## src/rtl/dma_xfer_pkg.sv

```systemverilog
package dma_xfer_pkg;
  typedef enum logic [2:0] {
    ST_IDLE = 3'd0,
    ST_S0   = 3'd1,
    ST_S1   = 3'd2,
    ST_S2   = 3'd3,
    ST_S3   = 3'd4,
    ST_SW   = 3'd5,
    ST_S4   = 3'd6
  } seq_st_e;

  localparam logic [1:0] XT_VERIFY = 2'b00;
  localparam logic [1:0] XT_WRITE  = 2'b01;
  localparam logic [1:0] XT_READ   = 2'b10;

  localparam logic [1:0] SV_DEMAND = 2'b00;
  localparam logic [1:0] SV_SINGLE = 2'b01;
  localparam logic [1:0] SV_BLOCK  = 2'b10;
endpackage

```

## src/rtl/dma_xfer_regs.sv

```systemverilog
module dma_xfer_regs #(
  parameter int AW    = 16,
  parameter int CW    = 16,
  parameter int LOW_W = 8
) (
  input  logic          clk,
  input  logic          rst,
  input  logic          ld_en,
  input  logic [AW-1:0] ld_addr,
  input  logic [CW-1:0] ld_cnt,
  input  logic          step,
  input  logic          reload,
  input  logic          dec,
  output logic [AW-1:0] cur_addr,
  output logic [CW-1:0] cur_cnt,
  output logic          cnt_zero,
  output logic          hi_change
);
  logic [AW-1:0] base_a, nxt_a;
  logic [CW-1:0] base_c;

  assign nxt_a     = dec ? cur_addr - 1'b1 : cur_addr + 1'b1;
  assign hi_change = nxt_a[AW-1:LOW_W] != cur_addr[AW-1:LOW_W];
  assign cnt_zero  = cur_cnt == '0;

  always_ff @(posedge clk) begin
    if (rst) begin
      base_a   <= '0;
      base_c   <= '0;
      cur_addr <= '0;
      cur_cnt  <= '0;
    end else if (ld_en) begin
      base_a   <= ld_addr;
      base_c   <= ld_cnt;
      cur_addr <= ld_addr;
      cur_cnt  <= ld_cnt;
    end else if (reload) begin
      cur_addr <= base_a;
      cur_cnt  <= base_c;
    end else if (step) begin
      cur_addr <= nxt_a;
      cur_cnt  <= cur_cnt - 1'b1;
    end
  end
endmodule

```

## src/rtl/dma_xfer_fsm.sv

```systemverilog
module dma_xfer_fsm
  import dma_xfer_pkg::*;
(
  input  logic       clk,
  input  logic       rst,
  input  logic       dreq,
  input  logic       sreq_set,
  input  logic       hlda,
  input  logic       ready,
  input  logic       eop_in,
  input  logic       mask_clr,
  input  logic       tc_clr,
  input  logic [1:0] svc,
  input  logic       verify,
  input  logic       autoi,
  input  logic       compressed,
  input  logic       cnt_zero,
  input  logic       hi_change,
  output seq_st_e    state,
  output logic       step,
  output logic       reload,
  output logic       hrq,
  output logic       mask,
  output logic       tc_flag,
  output logic       eop_out
);
  seq_st_e nxt;
  logic    sreq, eop_pend, any_req, req, rdy_ok, at_end, finish;

  assign any_req = dreq | sreq;
  assign req     = any_req & ~mask;
  assign rdy_ok  = ready | verify;
  assign at_end  = state == ST_S4;
  assign finish  = at_end & (cnt_zero | eop_pend | eop_in);
  assign step    = at_end;
  assign reload  = finish & autoi;
  assign hrq     = state != ST_IDLE;

  always_comb begin
    nxt = state;
    case (state)
      ST_IDLE: if (req) nxt = ST_S0;
      ST_S0:   nxt = !req ? ST_IDLE : (hlda ? ST_S1 : ST_S0);
      ST_S1:   nxt = ST_S2;
      ST_S2:   nxt = !compressed ? ST_S3 : (rdy_ok ? ST_S4 : ST_SW);
      ST_S3:   nxt = rdy_ok ? ST_S4 : ST_SW;
      ST_SW:   nxt = rdy_ok ? ST_S4 : ST_SW;
      ST_S4: begin
        if (finish || svc == SV_SINGLE)            nxt = ST_IDLE;
        else if (svc == SV_DEMAND && !any_req)     nxt = ST_IDLE;
        else                                       nxt = hi_change ? ST_S1 : ST_S2;
      end
      default: nxt = ST_IDLE;
    endcase
  end

  always_ff @(posedge clk) begin
    if (rst) begin
      state    <= ST_IDLE;
      mask     <= 1'b1;
      tc_flag  <= 1'b0;
      sreq     <= 1'b0;
      eop_pend <= 1'b0;
      eop_out  <= 1'b0;
    end else begin
      state   <= nxt;
      eop_out <= at_end & cnt_zero;
      if (finish && !autoi) mask <= 1'b1;
      else if (mask_clr)    mask <= 1'b0;
      if (finish)           tc_flag <= 1'b1;
      else if (tc_clr)      tc_flag <= 1'b0;
      if (finish)           sreq <= 1'b0;
      else if (sreq_set)    sreq <= 1'b1;
      if (state == ST_IDLE || state == ST_S0 || at_end) eop_pend <= 1'b0;
      else if (eop_in)                                  eop_pend <= 1'b1;
    end
  end
endmodule

```

## src/rtl/dma_xfer_outs.sv

```systemverilog
module dma_xfer_outs
  import dma_xfer_pkg::*;
#(
  parameter int AW    = 16,
  parameter int LOW_W = 8
) (
  input  seq_st_e             state,
  input  logic [1:0]          xtype,
  input  logic                compressed,
  input  logic [AW-1:0]       cur_addr,
  output logic                aen,
  output logic                dack,
  output logic                adstb,
  output logic [AW-LOW_W-1:0] db_out,
  output logic [LOW_W-1:0]    addr_lo,
  output logic                memr,
  output logic                memw,
  output logic                ior,
  output logic                iow
);
  logic working, rd_side, wr_side;

  assign working = state inside {ST_S1, ST_S2, ST_S3, ST_SW, ST_S4};
  assign aen     = working;
  assign dack    = working;
  assign adstb   = state == ST_S1;
  assign db_out  = adstb ? cur_addr[AW-1:LOW_W] : '0;
  assign addr_lo = working ? cur_addr[LOW_W-1:0] : '0;
  assign wr_side = state inside {ST_SW, ST_S4};
  assign rd_side = wr_side | (!compressed && state == ST_S3);

  assign ior  = rd_side && xtype == XT_WRITE;
  assign memw = wr_side && xtype == XT_WRITE;
  assign memr = rd_side && xtype == XT_READ;
  assign iow  = wr_side && xtype == XT_READ;
endmodule

```

## src/rtl/dma_xfer_seq.sv

```systemverilog
module dma_xfer_seq
  import dma_xfer_pkg::*;
#(
  parameter int AW    = 16,
  parameter int CW    = 16,
  parameter int LOW_W = 8
) (
  input  logic                clk,
  input  logic                rst,
  input  logic                dreq,
  input  logic                sreq_set,
  input  logic                hlda,
  input  logic                ready,
  input  logic                eop_in,
  input  logic                mask_clr,
  input  logic                tc_clr,
  input  logic                ld_en,
  input  logic [AW-1:0]       ld_addr,
  input  logic [CW-1:0]       ld_cnt,
  input  logic [7:2]          mode,
  input  logic                compressed,
  output logic                hrq,
  output logic                dack,
  output logic                aen,
  output logic                adstb,
  output logic [AW-LOW_W-1:0] db_out,
  output logic [LOW_W-1:0]    addr_lo,
  output logic                memr,
  output logic                memw,
  output logic                ior,
  output logic                iow,
  output logic                eop_out,
  output logic                mask,
  output logic                tc_flag,
  output logic [AW-1:0]       cur_addr,
  output logic [CW-1:0]       cur_cnt
);
  seq_st_e state;
  logic    step, reload, cnt_zero, hi_change;

  dma_xfer_regs #(.AW(AW), .CW(CW), .LOW_W(LOW_W)) u_regs (
    .clk(clk), .rst(rst), .ld_en(ld_en), .ld_addr(ld_addr), .ld_cnt(ld_cnt),
    .step(step), .reload(reload), .dec(mode[5]),
    .cur_addr(cur_addr), .cur_cnt(cur_cnt), .cnt_zero(cnt_zero), .hi_change(hi_change)
  );

  dma_xfer_fsm u_fsm (
    .clk(clk), .rst(rst), .dreq(dreq), .sreq_set(sreq_set), .hlda(hlda),
    .ready(ready), .eop_in(eop_in), .mask_clr(mask_clr), .tc_clr(tc_clr),
    .svc(mode[7:6]), .verify(mode[3:2] == XT_VERIFY), .autoi(mode[4]),
    .compressed(compressed), .cnt_zero(cnt_zero), .hi_change(hi_change),
    .state(state), .step(step), .reload(reload), .hrq(hrq), .mask(mask),
    .tc_flag(tc_flag), .eop_out(eop_out)
  );

  dma_xfer_outs #(.AW(AW), .LOW_W(LOW_W)) u_outs (
    .state(state), .xtype(mode[3:2]), .compressed(compressed), .cur_addr(cur_addr),
    .aen(aen), .dack(dack), .adstb(adstb), .db_out(db_out), .addr_lo(addr_lo),
    .memr(memr), .memw(memw), .ior(ior), .iow(iow)
  );
endmodule

```

## config.mk

```make
export PLATFORM = sky130hd
export DESIGN_NAME = dma_xfer_seq
export DESIGN_NICKNAME = d
export VERILOG_FILES = /design/src/rtl/dma_xfer_pkg.sv /design/src/rtl/dma_xfer_regs.sv /design/src/rtl/dma_xfer_fsm.sv /design/src/rtl/dma_xfer_outs.sv /design/src/rtl/dma_xfer_seq.sv
export SDC_FILE = /design/constraint.sdc
export NUM_CORES = 1
export LEC_CHECK = 0
export ABC_AREA = 1
export ABC_CLOCK_PERIOD_IN_PS = 4250
export BUFFER_PORTS_ARGS = -buffer_cell sky130_fd_sc_hd__buf_2
export CAP_MARGIN = 15
export CORE_MARGIN = 2
export CORE_UTILIZATION = 50
export CTS_BUF_LIST = sky130_fd_sc_hd__clkbuf_8
export CTS_CLUSTER_SIZE = 25
export DETAILED_ROUTE_END_ITERATION = 8
export PLACE_DENSITY = 0.75
export SYNTH_ARGS = -nofsm -noshare
export SYNTH_HDL_FRONTEND = slang
export SYNTH_SLANG_ARGS = --single-unit
```

## constraint.sdc

```tcl
create_clock -name clk -period 4.25 [get_ports clk]
set_input_delay 0.2125 -clock clk [delete_from_list [all_inputs] [get_ports clk]]
set_output_delay 0.2125 -clock clk [all_outputs]
set_load 0.01 [all_outputs]
```

==> results by group, run 1 <==
STA
  • Hold WS: 107 ps
  • Clock Skew: 11.5 ps
  • Setup TNS: 0 ps
  • Final Setup Violations: 0
  • Minimum clock period: 2850 ps
  • Max Slew Vio Count: 0
  • RSZ-0062 raised after global routing: false
  • Worst slew pin tran: 912 ps
  • Hold Vio Cnt, Final: 0
  • Post-layout worst setup margin: 1400 ps
  • Ratio of final minimum period to clock period: 67.1%
  • Fmax: 0.351 GHz
  • Relative slew slack: 39.1%

Logic synthesis
  • Ys Warns: 0
  • Avg Inst Size Synth: 6.24 µm²
  • Post-synthesis sequential area ratio: 30.1%
  • Cell variety after synth: 44
  • Synthesis-stage register bit count: 72
  • Synth Instances: 768
  • Syn nets: 836
  • Mapped Area: 0.00479 mm²

Clock network
  • CTS tree: yes
  • CTS Buffer Depth: 2
  • Clk sinks: 72
  • Htree depth: 3
  • Clock Latency Late Sink: 350 ps
  • Post-CTS setup buffer count: 0
  • Clock-pin transition on the worst setup and hold timing paths: 90 ps
  • Post-CTS Resized: 0
  • Hold Buf Count CTS: 0
  • Root Buffer: clkbuf_8
  • Num CTS Buffers: 9

Floorplanning
  • Die Width: 102 µm
  • Die height: 102 µm
  • I/O Pins: 108
  • Core ar.: 0.00928 mm²
  • Std cell rows: 35
  • Die Area: 0.0104 mm²
  • Initial Util: 51.6%

Global route
  • Largest net degree at the start of global routing: 42
  • Gr usage total: 26.4%
  • Vias in the first global route: 4,942
  • Gr ovfl total: 0
  • Initial antenna violation count: 0
  • First-pass GRT wire length: 22,300 µm

Critical path
  • CP Class: register to register
  • Worst EP required: 4500 ps
  • Type of origin of the critical path: register
  • WP data arrival: 3100 ps
  • Crit Path Max Fanout: 39
  • Worst Setup End Kind: register

Job
  • # Max-Cap Violations: 0

Drt
  • Post-Route WL: 13,500 µm
  • DRC: 0
  • Detail Route Antenna Nets: 0
  • Routed len/inst: 13.6 µm
  • Drt via density: 5.26
  • Via count of the routed design: 5,234
  • Detailed Route Iter0 Violations: 261
  • TritonRoute pass-1 iters: 5

Worst hold path
  • Type of the most critical hold path: input pin to register

Run status
  • Status: complete, no violations

Layout
  • Filler cells: 960
  • Finished Cell Area: 0.00555 mm²
  • N_diodes: 0
  • Area growth, synth to finish: 15.8%
  • Share of cells above drive strength 1: 16.7%
  • Final Net Count: 930
  • Post-layout util: 59.8%

Placed design
  • Dpl ws: 1440 ps
  • Final HPWL DP: 9970 µm
  • Routability cong.: 0.925
  • Placed inst area: 0.00534 mm²
  • PortBufs: 107

Pwr
  • Peak supply drop: 211 µV
  • Leak: 2.91 nW
  • Pwr dens: 316 mW/mm²
-- placed cells by master (no fill, tap or decap), drive strengths merged, types with 6 or more instances in the layout --
master / synthesis / routed
nand2: 219 / 219
dfxtp: 72 / 72
nor3: 10 / 10
xor2: 6 / 6
a21oi: 70 / 70
buf: 15 / 108
nand4: 6 / 6
nand3: 57 / 57
o211ai: 6 / 6
ha: 18 / 18
clkbuf: 10 / 10
o21ai: 47 / 47
xnor2: 6 / 6
inv: 89 / 93
nor2: 112 / 112
-- synthesized netlist by cell type, drive strengths merged --
cell    instances  area share (%)
nor2          112             9.4
a21oi          70             7.4
inv            89             7.0
clkbuf         10            0.78
o21bai          1            0.16
nor3           10             1.0
nand3          57             6.3
o211ai          6            0.94
nand2         219              18
and2            1            0.13
fa              1            0.42
nor4            1            0.13
buf            15             2.5
dfxtp          72              30
clkinv          1           0.078
o22ai           1            0.13
o31ai           1            0.16
o21ai          47             4.9
o221ai          1            0.18
xnor2           6             1.1
nand4           6            0.78
a21o            2            0.31
a21boi          4            0.63
or2             4            0.52
xor2            6             1.1
a31oi           4            0.52
and3            1            0.13
nand3b          2            0.57
ha             18             4.7
-- worst paths after layout --
kind         cells after the start                 to  slack [ps]              start
min                              2         u_fsm.mask         110           mask_clr
max                              9  u_regs.cur_cnt[1]        1400     u_fsm.state[2]
min reg2reg                      2  u_regs.base_a[15]         470  u_regs.base_a[15]
max reg2reg                      9  u_regs.cur_cnt[1]        1400     u_fsm.state[2]
-- kinds of logic after synthesis --
family | count (synthesis) | synth area share [%]
AO/OA/AOI/OAI | 137 | 15.3
XOR/XNOR | 12 | 2.19
adder cells (fa/ha/maj) | 19 | 5.12
buffers and inverters | 115 | 10.4
flip-flops | 72 | 30.1
AND/OR/NAND/NOR | 413 | 36.9
-- through the flow --
step / std cells / power [mW]
floorplan: 768 / 1.06
global placement: 980 / 1.17
detailed placement: 980 / 1.18
CTS: 996 / 1.76
global route: 996 / 1.85
finish: 996 / 1.76
-- flip-flops by register name (all words and copies together), names as in the netlist --
register,cells
u_fsm.eop_pend,1
u_fsm.tc_flag,1
u_regs.cur_cnt,16
u_regs.base_c,16
u_fsm.state,3
u_fsm.sreq,1
u_fsm.eop_out,1
u_fsm.mask,1
u_regs.cur_addr,16
u_regs.base_a,16
-- layer usage --
metal	wire [µm]	GRT usage, %
met1	6060	33.8
met5	0	0
met2	6420	45.1
met3	722	3.90
met4	316	9.85
-- worst max-delay path, cell delays in order (launching register included) --
cell     delay [ps]
dfxtp_1         490
nand3_2         230
inv_1           460
nand3_4         480
nand2_4         390
inv_4            90
nand2_4         290
nand2_1          80
a21oi_1         160
nor2_1           60
-- cell type report --
cell class | count | area [µm²] | area share, %
well taps | 129 | 161 | 2.91
multi-input cells | 581 | 2850 | 51.4
repair buffers | 108 | 543 | 9.79
clock inverters | 6 | 72.6 | 1.31
clock buffers | 10 | 138 | 2.48
flip-flops and latches | 72 | 1440 | 26.0
inverters | 90 | 340 | 6.13
-- power breakdown --
group          internal (mW)  total [mW]  switching (mW)
logic                  0.157       0.421           0.264
registers              0.714       0.753          0.0394
clock network          0.297       0.581           0.284
Note: power is estimated with default switching activity, not from simulation.
==> inputs of run 2 (changes only) <==
--- a/config.mk
+++ b/config.mk
@@ -6,7 +6,7 @@
 export NUM_CORES = 1
 export LEC_CHECK = 0
 export ABC_AREA = 1
-export ABC_CLOCK_PERIOD_IN_PS = 4250
+export ABC_CLOCK_PERIOD_IN_PS = 2600
 export BUFFER_PORTS_ARGS = -buffer_cell sky130_fd_sc_hd__buf_2
 export CAP_MARGIN = 15
 export CORE_MARGIN = 2
@@ -14,7 +14,7 @@
 export CTS_BUF_LIST = sky130_fd_sc_hd__clkbuf_8
 export CTS_CLUSTER_SIZE = 25
 export DETAILED_ROUTE_END_ITERATION = 8
-export PLACE_DENSITY = 0.75
+export PLACE_DENSITY = 0.78
 export SYNTH_ARGS = -nofsm -noshare
 export SYNTH_HDL_FRONTEND = slang
 export SYNTH_SLANG_ARGS = --single-unit
==> constraint.sdc (replaced) <==
create_clock -name clk -period 2.6 [get_ports clk]
set_input_delay 0.13 -clock clk [delete_from_list [all_inputs] [get_ports clk]]
set_output_delay 0.13 -clock clk [all_outputs]
set_load 0.01 [all_outputs]
==> results by group, run 2 (synthesized netlist as in run 1, its figures left out) <==
Run status
  • Status: complete, no violations

Drt
  • DRT met1 WL: 6000 µm
  • Post-Route WL: 13,400 µm
  • Detail Route Antenna Nets: 0
  • Top layer in use: met4
  • Routed len/inst: 13.2 µm
  • DRC: 0
  • WL met3: 918 µm
  • Met2 Wirelength: 6180 µm
  • Drt via density: 5.17
  • Detailed Route Iter0 Violations: 384
  • TritonRoute pass-1 iters: 5
  • Via count of the routed design: 5,228

Layout
  • Multi-input logic area: 0.00287 mm²
  • Area growth, synth to finish: 18.4%
  • Seq. cell area: 0.00144 mm²
  • Final Net Count: 945
  • Share of cells above drive strength 1: 18.0%
  • Commonest cells after routing, fill and taps aside: nand2_1, buf_2, nor2_1
  • Filler cells: 935
  • N_diodes: 0
  • Non-Filler Instances: 1,011
  • Most common cell after layout, fill and taps aside: nand2_1

STA
  • Post-layout worst setup margin: 358 ps
  • Hold Vio Cnt, Final: 0
  • Clock Skew: 12.3 ps
  • RSZ-0062 raised after global routing: false
  • Worst slew pin tran: 747 ps
  • Max Slew Vio Count: 0
  • Final Setup Violations: 0
  • Minimum clock period: 2240 ps
  • Fmax: 0.446 GHz
  • Ratio of final minimum period to clock period: 86.2%
  • Hold WS: 25.0 ps
  • Setup TNS: 0 ps
  • Relative slew slack: 50.0%

Placed design
  • Dpl ws: 153 ps
  • Dpl cells: 986
  • Final HPWL DP: 9840 µm
  • PortBufs: 107
  • Routability cong.: 1.02

Critical path
  • Worst Reg-to-Reg Cells: 15
  • Crit Path Max Fanout: 30
  • WP data arrival: 2490 ps
  • Type of origin of the critical path: register
  • RR Endpoint: u_regs.cur_cnt[1]
  • R2R Setup Slk: 360 ps
  • Worst EP required: 2850 ps
  • Worst Setup End Kind: register
  • Worst Setup SP: u_regs.cur_cnt[0]
  • Worst r2r src: u_regs.cur_cnt[0]
  • CP Class: register to register

Clock network
  • Clock-pin transition on the worst setup and hold timing paths: 80 ps
  • Num CTS Buffers: 9
  • Clk sinks: 72
  • CTS Buffer Depth: 2
  • Htree depth: 3
  • CTS tree: yes
  • Clock Latency Late Sink: 360 ps
  • Root Buffer: clkbuf_8

Pwr
  • Leak: 2.97 nW
  • Peak supply drop: 354 µV
  • Pwr dens: 496 mW/mm²

Global route
  • Vias in the first global route: 4,625
  • First-pass GRT wire length: 21,600 µm
  • Gr ovfl total: 0
  • Gr usage total: 26.3%
  • Largest net degree at the start of global routing: 41
  • Initial antenna violation count: 0

Worst hold path
  • WHS Path Cells: 4
  • Worst hold path startpoint: tc_clr
  • Type of the most critical hold path: input pin to register
  • Hold worst-path end: u_fsm.tc_flag

Floorplanning
  • Die Area: 0.0104 mm²
  • Std cell rows: 35
  • I/O Pins: 108
  • Core ar.: 0.00928 mm²
  • Die height: 102 µm
  • Die Width: 102 µm
  • Initial Util: 51.6%

Job
  • # Max-Cap Violations: 0
==> run 2: cell count changes in the layout (fill, tap and decap cells not counted) <==
cell,previous run,this run
buf_4,1,14
inv_6,3,0
clkinv_4,0,2
clkinvlp_4,0,2
nand2_4,4,2
nand2_8,0,2
buf_6,0,1
clkbuf_8,10,9
clkinv_2,1,2
dlygate4sd3_1,0,1
inv_8,1,0
==> run 2: report_power, final <==
part           internal [mW]  total, mW  switching [mW]  leakage (nW)
Sequential              1.17       1.23          0.0626         0.594
Combinational          0.263      0.701           0.439          2.28
Clock                  0.442      0.884           0.442        0.0952
Total                   1.87       2.82           0.943          2.97
==> run 2: worst max-delay path, cell delays in order (launching register included) <==
cell and delay, ps:
dfxtp_1 350, inv_1 110, ha_1 210, nand2_2 80, nor2_4 120, nand2_4 80, nor2_4 100, nand3b_4 100
nand2_4 90, nand3_4 170, nand2_8 190, inv_4 80, nand2_8 180, nand2_1 80, a21oi_1 130, nor2_1 50
==> run 2: worst max path at each step <==
| stage | end | slack (ps) | depth (start not counted) |
|---|---|---|---|
| 6_report | u_regs.cur_cnt[1] | 360 | 15 |
| 5_1_grt | u_regs.cur_cnt[5] | 130 | 15 |
| 4_1_cts | u_regs.cur_cnt[1] | 120 | 15 |
| 3_5_place_dp | u_regs.cur_cnt[1] | 150 | 15 |
| 3_3_place_gp | u_regs.cur_cnt[1] | 260 | 15 |
| 2_1_floorplan | u_regs.cur_cnt[1] | 710 | 16 |
==> run 2: repair_timing <==
action | in CTS | in global routing
setup endpoints to repair | 0 | 17
resized for setup | 0 | 3
hold endpoints to repair | 1 | 0
setup buffers | 0 | 8
hold buffers | 1 | 0
==> run 2: layout make-up <==
cell class	instances	area share [%]
Clock inverter	7	1.28
Multi-Input combinational cell	581	50.6
Sequential cell	72	25.4
Timing Repair Buffer	123	11.7
Clock buffer	9	2.18
Inverter	90	6.00
Tap cell	129	2.85
==> run 2: routing by layer <==
layer	global-route usage (%)	vias to the layer above
li1	-	2691
met1	35.6	2325
met2	42.6	190
met3	4.31	22
met4	9.64	0
met5	0	-
==> run 2: metrics by stage <==
stage | total power [mW] | area [µm²] | utilization, %
6_report | 2.82 | 5670 | 61.1
5_1_grt | 2.97 | 5670 | 61.1
3_5_place_dp | 1.94 | 5380 | 58.0
3_3_place_gp | 1.93 | 5380 | 58.0
2_1_floorplan | 1.74 | 4790 | -
4_1_cts | 2.81 | 5590 | 60.2
==> inputs of run 3 (changes only) <==
--- a/config.mk
+++ b/config.mk
@@ -15,6 +15,7 @@
 export CTS_CLUSTER_SIZE = 25
 export DETAILED_ROUTE_END_ITERATION = 8
 export PLACE_DENSITY = 0.78
+export RECOVER_POWER = 50
 export SYNTH_ARGS = -nofsm -noshare
 export SYNTH_HDL_FRONTEND = slang
 export SYNTH_SLANG_ARGS = --single-unit
==> results by group, run 3 (synthesized netlist as in run 1, its figures left out) <==
Run status
  • Status: finished with violations
  • Failing checks: max-capacitance violations, max-slew violations

Layout
  • Multi-input logic area: 0.00287 mm²
  • N_diodes: 0
  • Area growth, synth to finish: 17.3%
  • Seq. cell area: 0.00144 mm²
  • Share of cells above drive strength 1: 13.9%
  • Filler cells: 956
  • Commonest cells after routing, fill and taps aside: nand2_1, nor2_1, inv_1
  • Most common cell after layout, fill and taps aside: nand2_1
  • Final Net Count: 945

Critical path
  • CP Class: register to register
  • CP delay by family, top: simple AND/OR/NAND/NOR gates
  • Slowest CP cell: dfxtp_1
  • Worst path cell trace: inv_1 -> ha_1 -> nand2_2 -> nor2_4 -> nand2_4 -> nor2_4 -> nand3b_4 -> nand2_4 -> nand3_4 -> nand2_8 -> inv_4 -> nand2_8 -> nand2_1 -> a21oi_1 -> nor2_1
  • WP data arrival: 2510 ps
  • Worst Setup SP: u_regs.cur_cnt[0]
  • Worst r2r src: u_regs.cur_cnt[0]
  • Buf/Inv on CP: 2
  • Crit-path max cell delay: 350 ps
  • Worst EP required: 2850 ps
  • Crit Path Max Fanout: 30
  • Worst Setup End Kind: register
  • Type of origin of the critical path: register

Pwr
  • Leak: 2.84 nW
  • Pwr dens: 500 mW/mm²
  • Peak supply drop: 356 µV

STA
  • Ratio of final minimum period to clock period: 86.9%
  • RSZ-0062 raised after global routing: false
  • Fmax: 0.443 GHz
  • Post-layout worst setup margin: 341 ps
  • Setup TNS: 0 ps
  • Clock Skew: 13.1 ps
  • Worst slew pin tran: 1570 ps
  • Max Slew Vio Count: 35
  • Minimum clock period: 2260 ps
  • Relative slew slack: -4.94%
  • Hold Vio Cnt, Final: 0
  • Final Setup Violations: 0

Clock network
  • Clock-pin transition on the worst setup and hold timing paths: 80 ps
  • Htree depth: 3
  • Num CTS Buffers: 9
  • CTS tree: yes
  • Clk sinks: 72
  • CTS Buffer Depth: 2
  • Clock Latency Late Sink: 360 ps
  • Root Buffer: clkbuf_8

Drt
  • Via count of the routed design: 5,261
  • Drt via density: 5.20
  • Routed len/inst: 13.3 µm
  • TritonRoute pass-1 iters: 5
  • DRC: 0
  • Detailed Route Iter0 Violations: 361
  • Detail Route Antenna Nets: 0
  • Post-Route WL: 13,400 µm

Placed design
  • PortBufs: 107
  • Final HPWL DP: 9840 µm
  • Dpl ws: 153 ps
  • Routability cong.: 1.02

Floorplanning
  • Std cell rows: 35
  • Die Width: 102 µm
  • Die Area: 0.0104 mm²
  • I/O Pins: 108
  • Core ar.: 0.00928 mm²
  • Die height: 102 µm
  • Initial Util: 51.6%

Worst hold path
  • Type of the most critical hold path: input pin to register
  • Worst hold path startpoint: tc_clr

Global route
  • Gr usage total: 26.3%
  • Initial antenna violation count: 0
  • Vias in the first global route: 4,625
  • First-pass GRT wire length: 21,600 µm
  • Largest net degree at the start of global routing: 41
  • Gr ovfl total: 0

Job
  • # Max-Cap Violations: 1
[run 3: cell type report]
| type | count | share of cell area [%] |
|---|---|---|
| repair buffers | 123 | 10.8 |
| flip-flops and latches | 72 | 25.7 |
| clock inverters | 7 | 1.29 |
| inverters | 90 | 6.06 |
| well taps | 129 | 2.87 |
| multi-input cells | 581 | 51.1 |
| clock buffers | 9 | 2.20 |
[run 3: path summary, 6_finish.rpt]
path	slack [ps]	depth (start not counted)	end
max	340	15	u_regs.cur_cnt[1]
min	30	4	u_fsm.tc_flag
max reg2reg	340	15	u_regs.cur_cnt[1]
min reg2reg	460	2	u_regs.base_a[10]
[run 3: metal layers]
metal | GRT usage, % | vias up | share of wire (%)
met5 | 0 | - | 0
met4 | 9.64 | 0 | 2.0
met3 | 4.31 | 20 | 5.6
met2 | 42.6 | 186 | 46
met1 | 35.6 | 2363 | 46
li1 | - | 2692 | -
[run 3: power by group]
| group | internal (mW) | switching (mW) |
|---|---|---|
| Clock | 0.442 | 0.442 |
| Combinational | 0.253 | 0.440 |
| Sequential | 1.17 | 0.0636 |
| Total | 1.86 | 0.945 |
[run 3: what timing repair did]
action / in CTS / in global routing
hold endpoints to repair: 1 / 0
endpoints found under the setup margin: 0 / 17
gates resized for setup: 0 / 3
hold buffers: 1 / 0
setup buffers: 0 / 8
[run 3: per-stage QoR]
stage / power (mW) / area (µm²) / utilization [%] / std cells / hold WS, ps
floorplan: 1.74 / 4790 / - / 768 / 278
global placement: 1.93 / 5380 / 58.0 / 986 / 368
detailed placement: 1.94 / 5380 / 58.0 / 986 / 379
CTS: 2.81 / 5590 / 60.2 / 1003 / 13.9
global route: 2.96 / 5620 / 60.5 / 1011 / 55.0
finish: 2.81 / 5620 / 60.5 / 1011 / 26.8
[run 3: worst min-delay path: cells and delay by family]
family / cells / cell delay [ps]
simple gates: 1 / 40
buf+inv: 2 / 100
compound gates: 1 / 60
